==> config.mk <==
export PLATFORM = sky130hd
export DESIGN_NAME = gf4q_unit
export DESIGN_NICKNAME = d
export VERILOG_FILES = /design/src/rtl/gf4q_pkg.sv /design/src/rtl/gf4q_digit_ops.sv /design/src/rtl/gf4q_lanes.sv /design/src/rtl/gf4q_hold_reg.sv /design/src/rtl/gf4q_unit.sv
export SDC_FILE = /design/constraint.sdc
export NUM_CORES = 1
export LEC_CHECK = 0
export CAP_MARGIN = 20
export CORE_ASPECT_RATIO = 0.8
export CORE_MARGIN = 4
export CORE_UTILIZATION = 35
export CTS_CLUSTER_DIAMETER = 30
export DETAILED_ROUTE_END_ITERATION = 16
export MAX_ROUTING_LAYER = met4
export PLACE_DENSITY = 0.59
export SYNTH_ARGS = -nofsm -noshare
export SYNTH_HDL_FRONTEND = slang
export SYNTH_SLANG_ARGS = --single-unit
==> constraint.sdc <==
create_clock -name clk -period 2.7 [get_ports clk]
set_input_delay 0.81 -clock clk [delete_from_list [all_inputs] [get_ports clk]]
set_output_delay 0.81 -clock clk [all_outputs]
set_load 0.05 [all_outputs]
==> src/rtl/gf4q_pkg.sv <==
// Shared types for the quaternary digit field unit.
// Assumes each digit is a packed pair: hi = generator component, lo = unit component.
package gf4q_pkg;

    typedef enum logic [2:0] {
        OP_ADD  = 3'd0,
        OP_MUL  = 3'd1,
        OP_SQR  = 3'd2,
        OP_CUBE = 3'd3,
        OP_MIN  = 3'd4,
        OP_MAX  = 3'd5,
        OP_ADD2 = 3'd6,
        OP_ADD3 = 3'd7
    } gf4_op_e;

    typedef struct packed {
        logic hi;   // generator component, place value 2
        logic lo;   // unit component, place value 1
    } gf4_digit_t;

endpackage

==> src/rtl/gf4q_digit_ops.sv <==
// One digit lane: computes the selected field operation on a pair of digits.
// Assumes the pair encoding from gf4q_pkg; uses AND/XOR terms only.
module gf4q_digit_ops
    import gf4q_pkg::*;
(
    input  gf4_op_e    op,
    input  gf4_digit_t x,
    input  gf4_digit_t y,
    output gf4_digit_t r
);

    logic x1, x2, y1, y2;
    logic diff_hi;
    logic either_lo;

    assign x1 = x.lo;
    assign x2 = x.hi;
    assign y1 = y.lo;
    assign y2 = y.hi;

    // High components differ: the ordering is then decided by the high bits
    assign diff_hi   = x2 ^ y2;
    // Logical OR of the low bits written in field form
    assign either_lo = x1 ^ y1 ^ (x1 & y1);

    // Operation select over the per-operation polynomials
    always_comb begin
        r = '0;
        unique case (op)
            OP_ADD: begin
                r.lo = x1 ^ y1;
                r.hi = x2 ^ y2;
            end
            OP_MUL: begin
                r.lo = (x1 & y1) ^ (x2 & y2);
                r.hi = (x1 & y2) ^ (x2 & y1) ^ (x2 & y2);
            end
            OP_SQR: begin
                r.lo = x1 ^ x2;
                r.hi = x2;
            end
            OP_CUBE: begin
                r.lo = x1 ^ x2 ^ (x1 & x2);
                r.hi = 1'b0;
            end
            OP_MIN: begin
                r.hi = x2 & y2;
                r.lo = (x1 & y1) ^ (diff_hi & ((x2 & y1) ^ (y2 & x1) ^ (x1 & y1)));
            end
            OP_MAX: begin
                r.hi = x2 ^ y2 ^ (x2 & y2);
                r.lo = either_lo ^ (diff_hi & (either_lo ^ (x2 & x1) ^ (y2 & y1)));
            end
            OP_ADD2: begin
                r.lo = x1;
                r.hi = x2 ^ 1'b1;
            end
            OP_ADD3: begin
                r.lo = x1 ^ 1'b1;
                r.hi = x2 ^ 1'b1;
            end
            default: r = '0;
        endcase
    end

endmodule

==> src/rtl/gf4q_lanes.sv <==
// Replicates the digit lane across a packed vector of DIGITS digits.
// Assumes digit i sits at bits [2i+1:2i] of each vector.
module gf4q_lanes
    import gf4q_pkg::*;
#(
    parameter int DIGITS = 8,
    localparam int W = 2 * DIGITS
) (
    input  gf4_op_e      op,
    input  logic [W-1:0] a,
    input  logic [W-1:0] b,
    output logic [W-1:0] r
);

    for (genvar i = 0; i < DIGITS; i++) begin : g_lane
        gf4_digit_t xd, yd, rd;

        // Unpack the lane operands and repack the lane result
        assign xd = a[2*i +: 2];
        assign yd = b[2*i +: 2];
        assign r[2*i +: 2] = rd;

        gf4q_digit_ops u_ops (
            .op (op),
            .x  (xd),
            .y  (yd),
            .r  (rd)
        );
    end

endmodule

==> src/rtl/gf4q_hold_reg.sv <==
// Single-entry output register with valid/ready on both sides.
// Loads when empty or draining; holds while the consumer stalls.
module gf4q_hold_reg #(
    parameter int WIDTH = 16
) (
    input  logic             clk,
    input  logic             rst_n,
    input  logic             load_valid,
    output logic             load_ready,
    input  logic [WIDTH-1:0] load_data,
    output logic             out_valid,
    input  logic             out_ready,
    output logic [WIDTH-1:0] out_data
);

    // Room exists when empty or when the held entry leaves this cycle
    assign load_ready = !out_valid || out_ready;

    // Capture, drain or hold the single result entry
    always_ff @(posedge clk) begin
        if (!rst_n) begin
            out_valid <= 1'b0;
            out_data  <= '0;
        end else if (load_valid && load_ready) begin
            out_valid <= 1'b1;
            out_data  <= load_data;
        end else if (out_ready) begin
            out_valid <= 1'b0;
        end
    end


    stall_hold_chk: assert property (@(posedge clk) disable iff (!rst_n)
        (out_valid && !out_ready) |=> (out_valid && $stable(out_data)));


    load_next_chk: assert property (@(posedge clk) disable iff (!rst_n)
        (load_valid && load_ready) |=> (out_valid && out_data == $past(load_data)));


    drain_empty_chk: assert property (@(posedge clk) disable iff (!rst_n)
        (out_valid && out_ready && !load_valid) |=> !out_valid);

endmodule

==> src/rtl/gf4q_unit.sv <==
// Quaternary digit field unit: per-digit operation selected by opcode,
// result registered and presented one cycle after acceptance.
module gf4q_unit
    import gf4q_pkg::*;
#(
    parameter int DIGITS = 8,
    localparam int W = 2 * DIGITS
) (
    input  logic         clk,
    input  logic         rst_n,
    input  logic         in_valid,
    output logic         in_ready,
    input  logic [2:0]   in_op,
    input  logic [W-1:0] in_a,
    input  logic [W-1:0] in_b,
    output logic         out_valid,
    input  logic         out_ready,
    output logic [W-1:0] out_data
);

    localparam logic [W-1:0] HI_MASK = {DIGITS{2'b10}};

    logic [W-1:0] lane_res;
    logic         accept;

    // Handshake completes on the input side
    assign accept = in_valid && in_ready;

    gf4q_lanes #(.DIGITS(DIGITS)) u_lanes (
        .op (gf4_op_e'(in_op)),
        .a  (in_a),
        .b  (in_b),
        .r  (lane_res)
    );

    gf4q_hold_reg #(.WIDTH(W)) u_hold (
        .clk        (clk),
        .rst_n      (rst_n),
        .load_valid (in_valid),
        .load_ready (in_ready),
        .load_data  (lane_res),
        .out_valid  (out_valid),
        .out_ready  (out_ready),
        .out_data   (out_data)
    );


    mul_zero_chk: assert property (@(posedge clk) disable iff (!rst_n)
        (accept && in_op == 3'd1 && in_a == '0) |=> (out_data == '0));


    cube_hi_clear_chk: assert property (@(posedge clk) disable iff (!rst_n)
        (accept && in_op == 3'd3) |=> ((out_data & HI_MASK) == '0));


    min_equal_chk: assert property (@(posedge clk) disable iff (!rst_n)
        (accept && in_op == 3'd4 && in_a == in_b) |=> (out_data == $past(in_a)));


    max_zero_chk: assert property (@(posedge clk) disable iff (!rst_n)
        (accept && in_op == 3'd5 && in_b == '0) |=> (out_data == $past(in_a)));

endmodule

# After elaboration in Yosys (flattened, before gate mapping)
# Cells that the tools add are included.
[word_totals] regBits=17 latch_bits=0 mem_bits_rw=0 mem_bits_ro=0 in_bits=39 out_inout_bits=18 elab_cells=216 mem_count=0
[op_classes] addsub=0 multipliers=0 div_mod_pow=0 order_cmp=0 n_eq_ne=7 n_shift=0 n_mux=10 n_bitwise=192 n_reduce_logical=5
[ops] op="$pmux W2 S8" n=8
[ops] op="$xor A1 B1 Y1" n=112
[ops] op="$and A1 B1 Y1" n=64
[ops] op="$not A1 Y1" n=16
[ops] op="$eq A3 B3 Y1 const B" n=4
[ops] op="$eq A3 B2 Y1 const B" n=2
[ops] op="$eq A3 B1 Y1 const B" n=1
[ops] op="$logic_not A3 Y1" n=1
[ops] op="$mux W1" n=2
[ops] op="$reduce_bool A2 Y1" n=1
[ops] op="$logic_and A1 B1 Y1" n=1
[ops] op="$logic_not A1 Y1" n=1
[ops] op="$logic_or A1 B1 Y1" n=1

# Longest topological paths before layout
# Gate-level depths: netlist of the first run.
[depth] depth_word=7 depth_mapped=8 depth_no_buf=7

# By module
# Synthesis of the first run repeated with hierarchy kept, for this count alone.
[unflattened] hier_cells=438 area_unflattened_um2=3209.3
[by_module_without_submodules] module="gf4q_digit_ops at u_lanes.g_lane[4].u_ops ..." instances=4 cells_each=44 area_each_um2=315.3
[by_module_without_submodules] module="gf4q_digit_ops at u_lanes.g_lane[0].u_ops ..." instances=3 cells_each=48 area_each_um2=310.3
[by_module_without_submodules] module="gf4q_hold_reg" instances=1 cells_each=75 area_each_um2=703.2
[by_module_without_submodules] module="gf4q_digit_ops at u_lanes.g_lane[3].u_ops" instances=1 cells_each=43 area_each_um2=314.1

# Worst setup path before layout of the first run
# OpenSTA, ideal clock, no wires.
[synth_path] path_kind="input-to-reg" startpoint="input port out_ready" endpoint="register u_hold.out_data[8]" setup_ps=79 arrival_time_ps=2317 required_ps=2621 path_slack_ps=304 path_stages=6 path_buffers=1 cell_sequence="nand2b_1 and2_1 clkbuf_1 nor2_1 or4_1 o211ai_1"
[synth_via] elab_chain_cells=2
[synth_lines] item="from (decl)" line_no="gf4q_unit.sv:17" text="input logic out_ready,"
[synth_lines] item="$logic_or A1 B1 Y1" line_no="gf4q_hold_reg.sv:17" text="assign load_ready = !out_valid || out_ready;"
[synth_lines] item="$logic_and A1 B1 Y1" line_no="gf4q_hold_reg.sv:24" text="end else if (load_valid && load_ready) begin"
[synth_lines] item="to (signal assigned)" line_no="gf4q_hold_reg.sv:26" text="out_data <= load_data;"
[synth_lines] item="to (decl)" line_no="gf4q_hold_reg.sv:13" text="output logic [WIDTH-1:0] out_data"
# No other way between the ends.
# A chain may end at the register's enable or synchronous reset.

# Worst setup path in the final report of the first run
[layout_path] startpoint="input port in_op[2]" endpoint="register u_hold.out_data[8]"
[layout_via] elab_chain_cells=2
[layout_lines] item="from (decl)" line_no="gf4q_unit.sv:13" text="input logic [2:0] in_op,"
[layout_lines] item="$eq A3 B3 Y1 (tied with other cells)" line_no="gf4q_digit_ops.sv:29" text="unique case (op)"
[layout_lines] item="$pmux W2 S8 (*)" line_no="gf4q_digit_ops.sv:29"
# Every way passes the cells marked *; elsewhere a longest branch is shown, timed or not.

==> results of run 1 <==
[stage by stage]
stage | hold WS [ns] | instance area [um^2] | utilization, %
final | 0.578 | 4200 | 52.3
after global routing | 0.612 | 4200 | 52.3
after CTS | 0.581 | 4200 | 52.3
after detailed placement | 0.571 | 4150 | 51.8
after global placement | 0.560 | 4150 | 51.8
after floorplan | 0.793 | 2920 | -
[worst reg2reg max path: stages, from the launching register on]
cell and delay [ns]:
dfxtp_1 0.32, nand2b_1 0.11, nand2_1 0.10, buf_12 0.17
a221o_1 0.36, a211oi_1 0.22, a21oi_1 0.10
[placed cells by master, fill, tap and decap left out, types with 3 or more instances in the layout]
cell	count
a211oi_1	8
a21boi_0	7
a21oi_1	28
a221o_1	5
a221oi_1	4
a22o_1	3
a311o_1	3
a31o_2	3
a31oi_1	5
a32o_1	3
and2_1	8
and3_1	7
and3b_1	8
buf_12	3
buf_4	78
clkbuf_8	3
clkdlybuf4s50_1	55
dfxtp_1	17
ha_1	32
inv_1	31
nand2_1	45
nand2b_1	12
nand3_1	10
nor2_1	24
nor3_1	6
nor3b_1	3
nor4_1	3
o21ai_0	34
o221ai_1	14
o22ai_1	7
o32ai_1	6
or2_2	4
xnor2_1	9
xor2_1	10
[final timing paths]
check | from | end | slack, ns | depth (start not counted)
max | in_op[2] | u_hold.out_data[8]$_SDFFE_PN0P_ | 0.18 | 7
min | u_hold.out_data[3]$_SDFFE_PN0P_ | u_hold.out_data[3]$_SDFFE_PN0P_ | 0.58 | 2
max reg2reg | u_hold.out_valid$_SDFFE_PN0P_ | u_hold.out_data[2]$_SDFFE_PN0P_ | 1.21 | 6
min reg2reg | u_hold.out_data[3]$_SDFFE_PN0P_ | u_hold.out_data[3]$_SDFFE_PN0P_ | 0.58 | 2
[cell families (layout without fill, tap and decap cells)]
kind of cell / Yosys count / count (layout) / synth area share [%]
XOR/XNOR: 19 / 19 / 5.70
buffers and inverters: 55 / 173 / 7.67
AND/OR/NAND/NOR: 138 / 138 / 24.4
adder cells (fa/ha/maj): 32 / 32 / 13.7
flip-flops: 17 / 17 / 11.7
AO/OA/AOI/OAI: 151 / 151 / 36.2
multiplexers: 2 / 2 / 0.728
[timing repair]
action | in CTS | in global routing
endpoints found under the setup margin | 0 | 1
endpoints found under the hold margin | 0 | 0
resized for setup | 0 | 1
[power groups by stage]
stage	Clock, W	Combinational [W]	Sequential, W
6_report	0.000211	0.000715	0.000289
2_1_floorplan	0	0.000321	0.000368
4_1_cts	0.000219	0.000711	0.000288
3_5_place_dp	0	0.000706	0.000294
5_1_grt	0.000228	0.000779	0.000291
3_3_place_gp	0	0.000703	0.000295
[layer usage]
layer / track usage, % / wire length (um) / vias up
li1: - / - / 1785
met1: 31.2 / 5010 / 1696
met2: 32.1 / 4550 / 135
met3: 2.58 / 674 / 4
met4: 1.85 / 14 / 0
met5: - / 0 / -
[flip-flops by register name, summed over array words and instances (netlist names)]
name              flops
u_hold.out_data      16
u_hold.out_valid      1
[area by class of cell]
cell class / instances / share of cell area, %
Inverter: 33 / 2.95
Tap cell: 108 / 3.22
Clock buffer: 4 / 1.07
Timing Repair Buffer: 136 / 28.5
Multi-Input combinational cell: 342 / 56.2
Sequential cell: 17 / 8.11
==> results_dict.tcl, run 1 <==
set metrics [dict create \
    dp_hpwl_um 8090 \
    yosysTopAreaCellShare_pct 13.7 \
    cts_setup_buffers 0 \
    drt_wl_total_um 10300 \
    cts.path.max_buffers 2 \
    numCtsBuffers 3 \
    grt_pass1_vias 3384 \
    clk_latency_ns 0.26 \
    yosysMostFrequentCell "nand2_1" \
    fin_tns_setup_ns 0 \
    grt_max_degree 20 \
    nets 604 \
    clkTransAtPathRegs_ns 0.08 \
    fp.dieH_um 89.7 \
    slew_violations 0 \
    drt-vias-per-instance 5.66 \
    cp_slowest_cell "clkdlybuf4s50_1" \
    rows 29 \
    finalWorstSetupSlack_ns 0.181 \
    min_period_ns 2.52 \
    htreeDepth 1 \
    numPortBuffers 56 \
    grt_setup_unrepaired "no" \
    synth_edf_count 0 \
    fmax_mhz 397 \
    p_clk_share_pct 17.4 \
    worst_path_largest_cell_delay_ns 0.49 \
    seqPwrFrac_pct 23.8 \
    diodes 0 \
    p_sw_share_pct 41.7 \
    syn-instance-count 414 \
    start_util_pct 36.4 \
    yosys.area.top_type "ha_1" \
    synthArstFlopShare_pct 0 \
    hold_buffers 0 \
    area_delta_synth_final_pct 43.7 \
    setup_violations 0 \
    vias 3620 \
    fillers 795 \
    fp.dieArea_um2 9880 \
    drc 0 \
    overflow 0 \
    worst-endpoint-arrival_ns 2.71 \
    dieWidth_um 110 \
    path_delay_family "buffers and inverters" \
    p_leak_nw 1.81 \
    crit_fanout 12 \
    clock_sinks 17 \
    drt_iter0_drc 349 \
    multi_input_area_um2 2360 \
    power_w 0.00121 \
    ys_seq_area_share_pct 11.7 \
    wire_per_inst_um 16.0 \
    synth.avg_cell_area_um2 7.05 \
    crit_buf_inv 2 \
    synth_nets 485 \
    worstSetupStartpointType "primary input" \
    place_congestion 0.907 \
    synthTopCellsByArea "ha_1 (14%), dfxtp_1 (12%), o21ai_0 (5.8%), nand2_1 (5.8%), a21oi_1 (4.8%)" \
    run_status "finished clean" \
    hold_viol_final 0 \
    regArea_um2 340 \
    powerDensity_nw_per_um2 289 \
    ir_drop_mv 0.164 \
    yosys_warnings 0 \
    final_cells 640 \
    combPwrFrac_pct 58.9 \
    num_io_pins 57 \
    ys.flop_type "dfxtp_1" \
    worstSetupEndpointType "flip-flop" \
    coreArea_um2 8020 \
    grt_usage_pct 21.2 \
    tightestPinTransition_ns 0.515 \
    synth_common_cells "nand2_1 (45), o21ai_0 (34), ha_1 (32)" \
    switchingPower_w 0.000506 \
    path_cells "clkdlybuf4s50_1, buf_4, nand2b_1, o21ai_0, o2111ai_1, or4_1, o211ai_1" \
    cp_data_required_time_ns 2.89 \
    ys_ff_latch 17 \
    slew_headroom_pct 65.6 \
    drive_gt1_share_pct 17.9 \
    worstSetupPathType "in -> reg" \
    root_buffer "clkbuf_8" \
    grt_pass1_wl_um 16800 \
    detail_route.first_pass.iterations 5 \
    holdCritPathClass "reg -> reg" \
    place_ws_ns -0.0976 \
    finalCritPeriodShare_pct 93.3 \
    clock_skew_ns 0.00356 \
    max_cap_viol_count 0 \
    power.internal_w 0.000708 \
    ys_types 60 \
    mappedNetlistArea_um2 2920 \
    antenna_left 0 \
    cts_tree "built" \
    dp_cells 636 \
    antenna_found_initial 0 \
]
Power figures use the tool's default switching activity.
==> run 2, diff against run 1 <==
--- a/config.mk
+++ b/config.mk
@@ -5,13 +5,13 @@
 export SDC_FILE = /design/constraint.sdc
 export NUM_CORES = 1
 export LEC_CHECK = 0
-export CAP_MARGIN = 20
+export CAP_MARGIN = 0
 export CORE_ASPECT_RATIO = 0.8
 export CORE_MARGIN = 4
 export CORE_UTILIZATION = 35
 export CTS_CLUSTER_DIAMETER = 30
 export DETAILED_ROUTE_END_ITERATION = 16
-export MAX_ROUTING_LAYER = met4
+export HOLD_SLACK_MARGIN = 0.12
 export PLACE_DENSITY = 0.59
 export SYNTH_ARGS = -nofsm -noshare
 export SYNTH_HDL_FRONTEND = slang
==> results_dict.tcl, run 2 (synthesis results as in run 1) <==
set metrics [dict create \
    powerDensity_nw_per_um2 288 \
    cts_setup_buffers 0 \
    area_delta_synth_final_pct 44.0 \
    fp.dieH_um 89.7 \
    clock_skew_ns 0.00608 \
    finalCritPeriodShare_pct 96.0 \
    dp_hpwl_um 8160 \
    final_cells 641 \
    wire_per_inst_um 16.1 \
    grt_setup_unrepaired "no" \
    antenna_found_initial 0 \
    drc 0 \
    hold_buffers 0 \
    grt_usage_pct 20.8 \
    drt-vias-per-instance 5.61 \
    final_common_cell "buf_4" \
    overflow 0 \
    numCtsBuffers 3 \
    max_cap_viol_count 0 \
    cts_resized 0 \
    final_cell_mix "buf_4 (79), clkdlybuf4s50_1 (55), nand2_1 (45)" \
    nets 605 \
    holdCritPathClass "reg -> reg" \
    detail_route.first_pass.iterations 5 \
    largest_reg_flops 16 \
    antenna_left 0 \
    drt_wl_total_um 10400 \
    run_status "finished clean" \
    clock_sinks 17 \
    slew_headroom_pct 61.9 \
    final_util_pct 52.4 \
    ir_drop_mv 0.182 \
    cts_tree "built" \
    clk_latency_ns 0.26 \
    cts.path.max_buffers 2 \
    coreArea_um2 8020 \
    place_area_um2 4160 \
    worst_hold_slack_ns 0.582 \
    min_period_ns 2.59 \
    grt_pass1_wl_um 17000 \
    p_leak_nw 1.81 \
    worstSetupPathType "in -> reg" \
    dieWidth_um 110 \
    start_util_pct 36.4 \
    worstSetupStartpointType "primary input" \
    final_area_um2 4200 \
    drt_iter0_drc 269 \
    worstSetupEndpointType "flip-flop" \
    clkTransAtPathRegs_ns 0.08 \
    slew_violations 0 \
    grt_max_degree 20 \
    grt_pass1_vias 3431 \
    diodes 0 \
    num_io_pins 57 \
    fmax_mhz 386 \
    fp.dieArea_um2 9880 \
    worst-endpoint-arrival_ns 2.73 \
    crit_fanout 12 \
    largestRegisters "u_hold.out_data: 16 flops, u_hold.out_valid: 1 flops" \
    htreeDepth 1 \
    tightestPinTransition_ns 0.569 \
    place_congestion 0.900 \
    drive_gt1_share_pct 18.0 \
    top_register "u_hold.out_data" \
    vias 3596 \
    setup_violations 0 \
    hold_viol_final 0 \
    numPortBuffers 56 \
    root_buffer "clkbuf_8" \
    dp_cells 637 \
    cp_data_required_time_ns 2.83 \
    rows 29 \
]
-- run 2: where the power goes --
group | internal [W] | switching, W
logic | 0.000330 | 0.000385
clock network | 0.000105 | 0.000104
registers | 0.000273 | 0.0000154
total | 0.000708 | 0.000505
-- run 2: layer usage --
metal	global-route usage, %	vias to the layer above	wire length (um)
met1	31.1	1673	5070
met2	32.1	121	4530
met5	0	-	0
met3	3.01	12	664
met4	2.77	0	94
li1	-	1790	-
-- run 2: path summary, 6_finish.rpt --
kind	depth (start not counted)	endpoint	from	slack (ns)
max	7	u_hold.out_data[6]$_SDFFE_PN0P_	in_op[2]	0.11
min	2	u_hold.out_data[9]$_SDFFE_PN0P_	u_hold.out_data[9]$_SDFFE_PN0P_	0.58
max reg2reg	6	u_hold.out_data[6]$_SDFFE_PN0P_	u_hold.out_valid$_SDFFE_PN0P_	1.16
min reg2reg	2	u_hold.out_data[9]$_SDFFE_PN0P_	u_hold.out_data[9]$_SDFFE_PN0P_	0.58
-- run 2: critical path, stage by stage --
cell and delay, ns:
clkdlybuf4s50_1 0.57, buf_4 0.21, nand2b_1 0.27, o22ai_1 0.13, a32o_1 0.27, a2111oi_0 0.34, a21oi_1 0.13
-- run 2: area by class of cell --
cell class	instances	area, um^2
Clock buffer	4	45.0
Fill cell	808	3810
Inverter	33	124
Multi-Input combinational cell	342	2360
Sequential cell	17	340
Tap cell	108	135
Timing Repair Buffer	137	1200
-- run 2: metrics by stage --
stage	setup slack (ns)	power [W]	TNS (ns)
final	0.107	0.00121	0
after global routing	0.0709	0.00129	0
after CTS	0.179	0.00121	0
after detailed placement	-0.0836	0.000999	-0.307
after global placement	-0.0654	0.000996	-0.130
after floorplan	0.304	0.000689	0
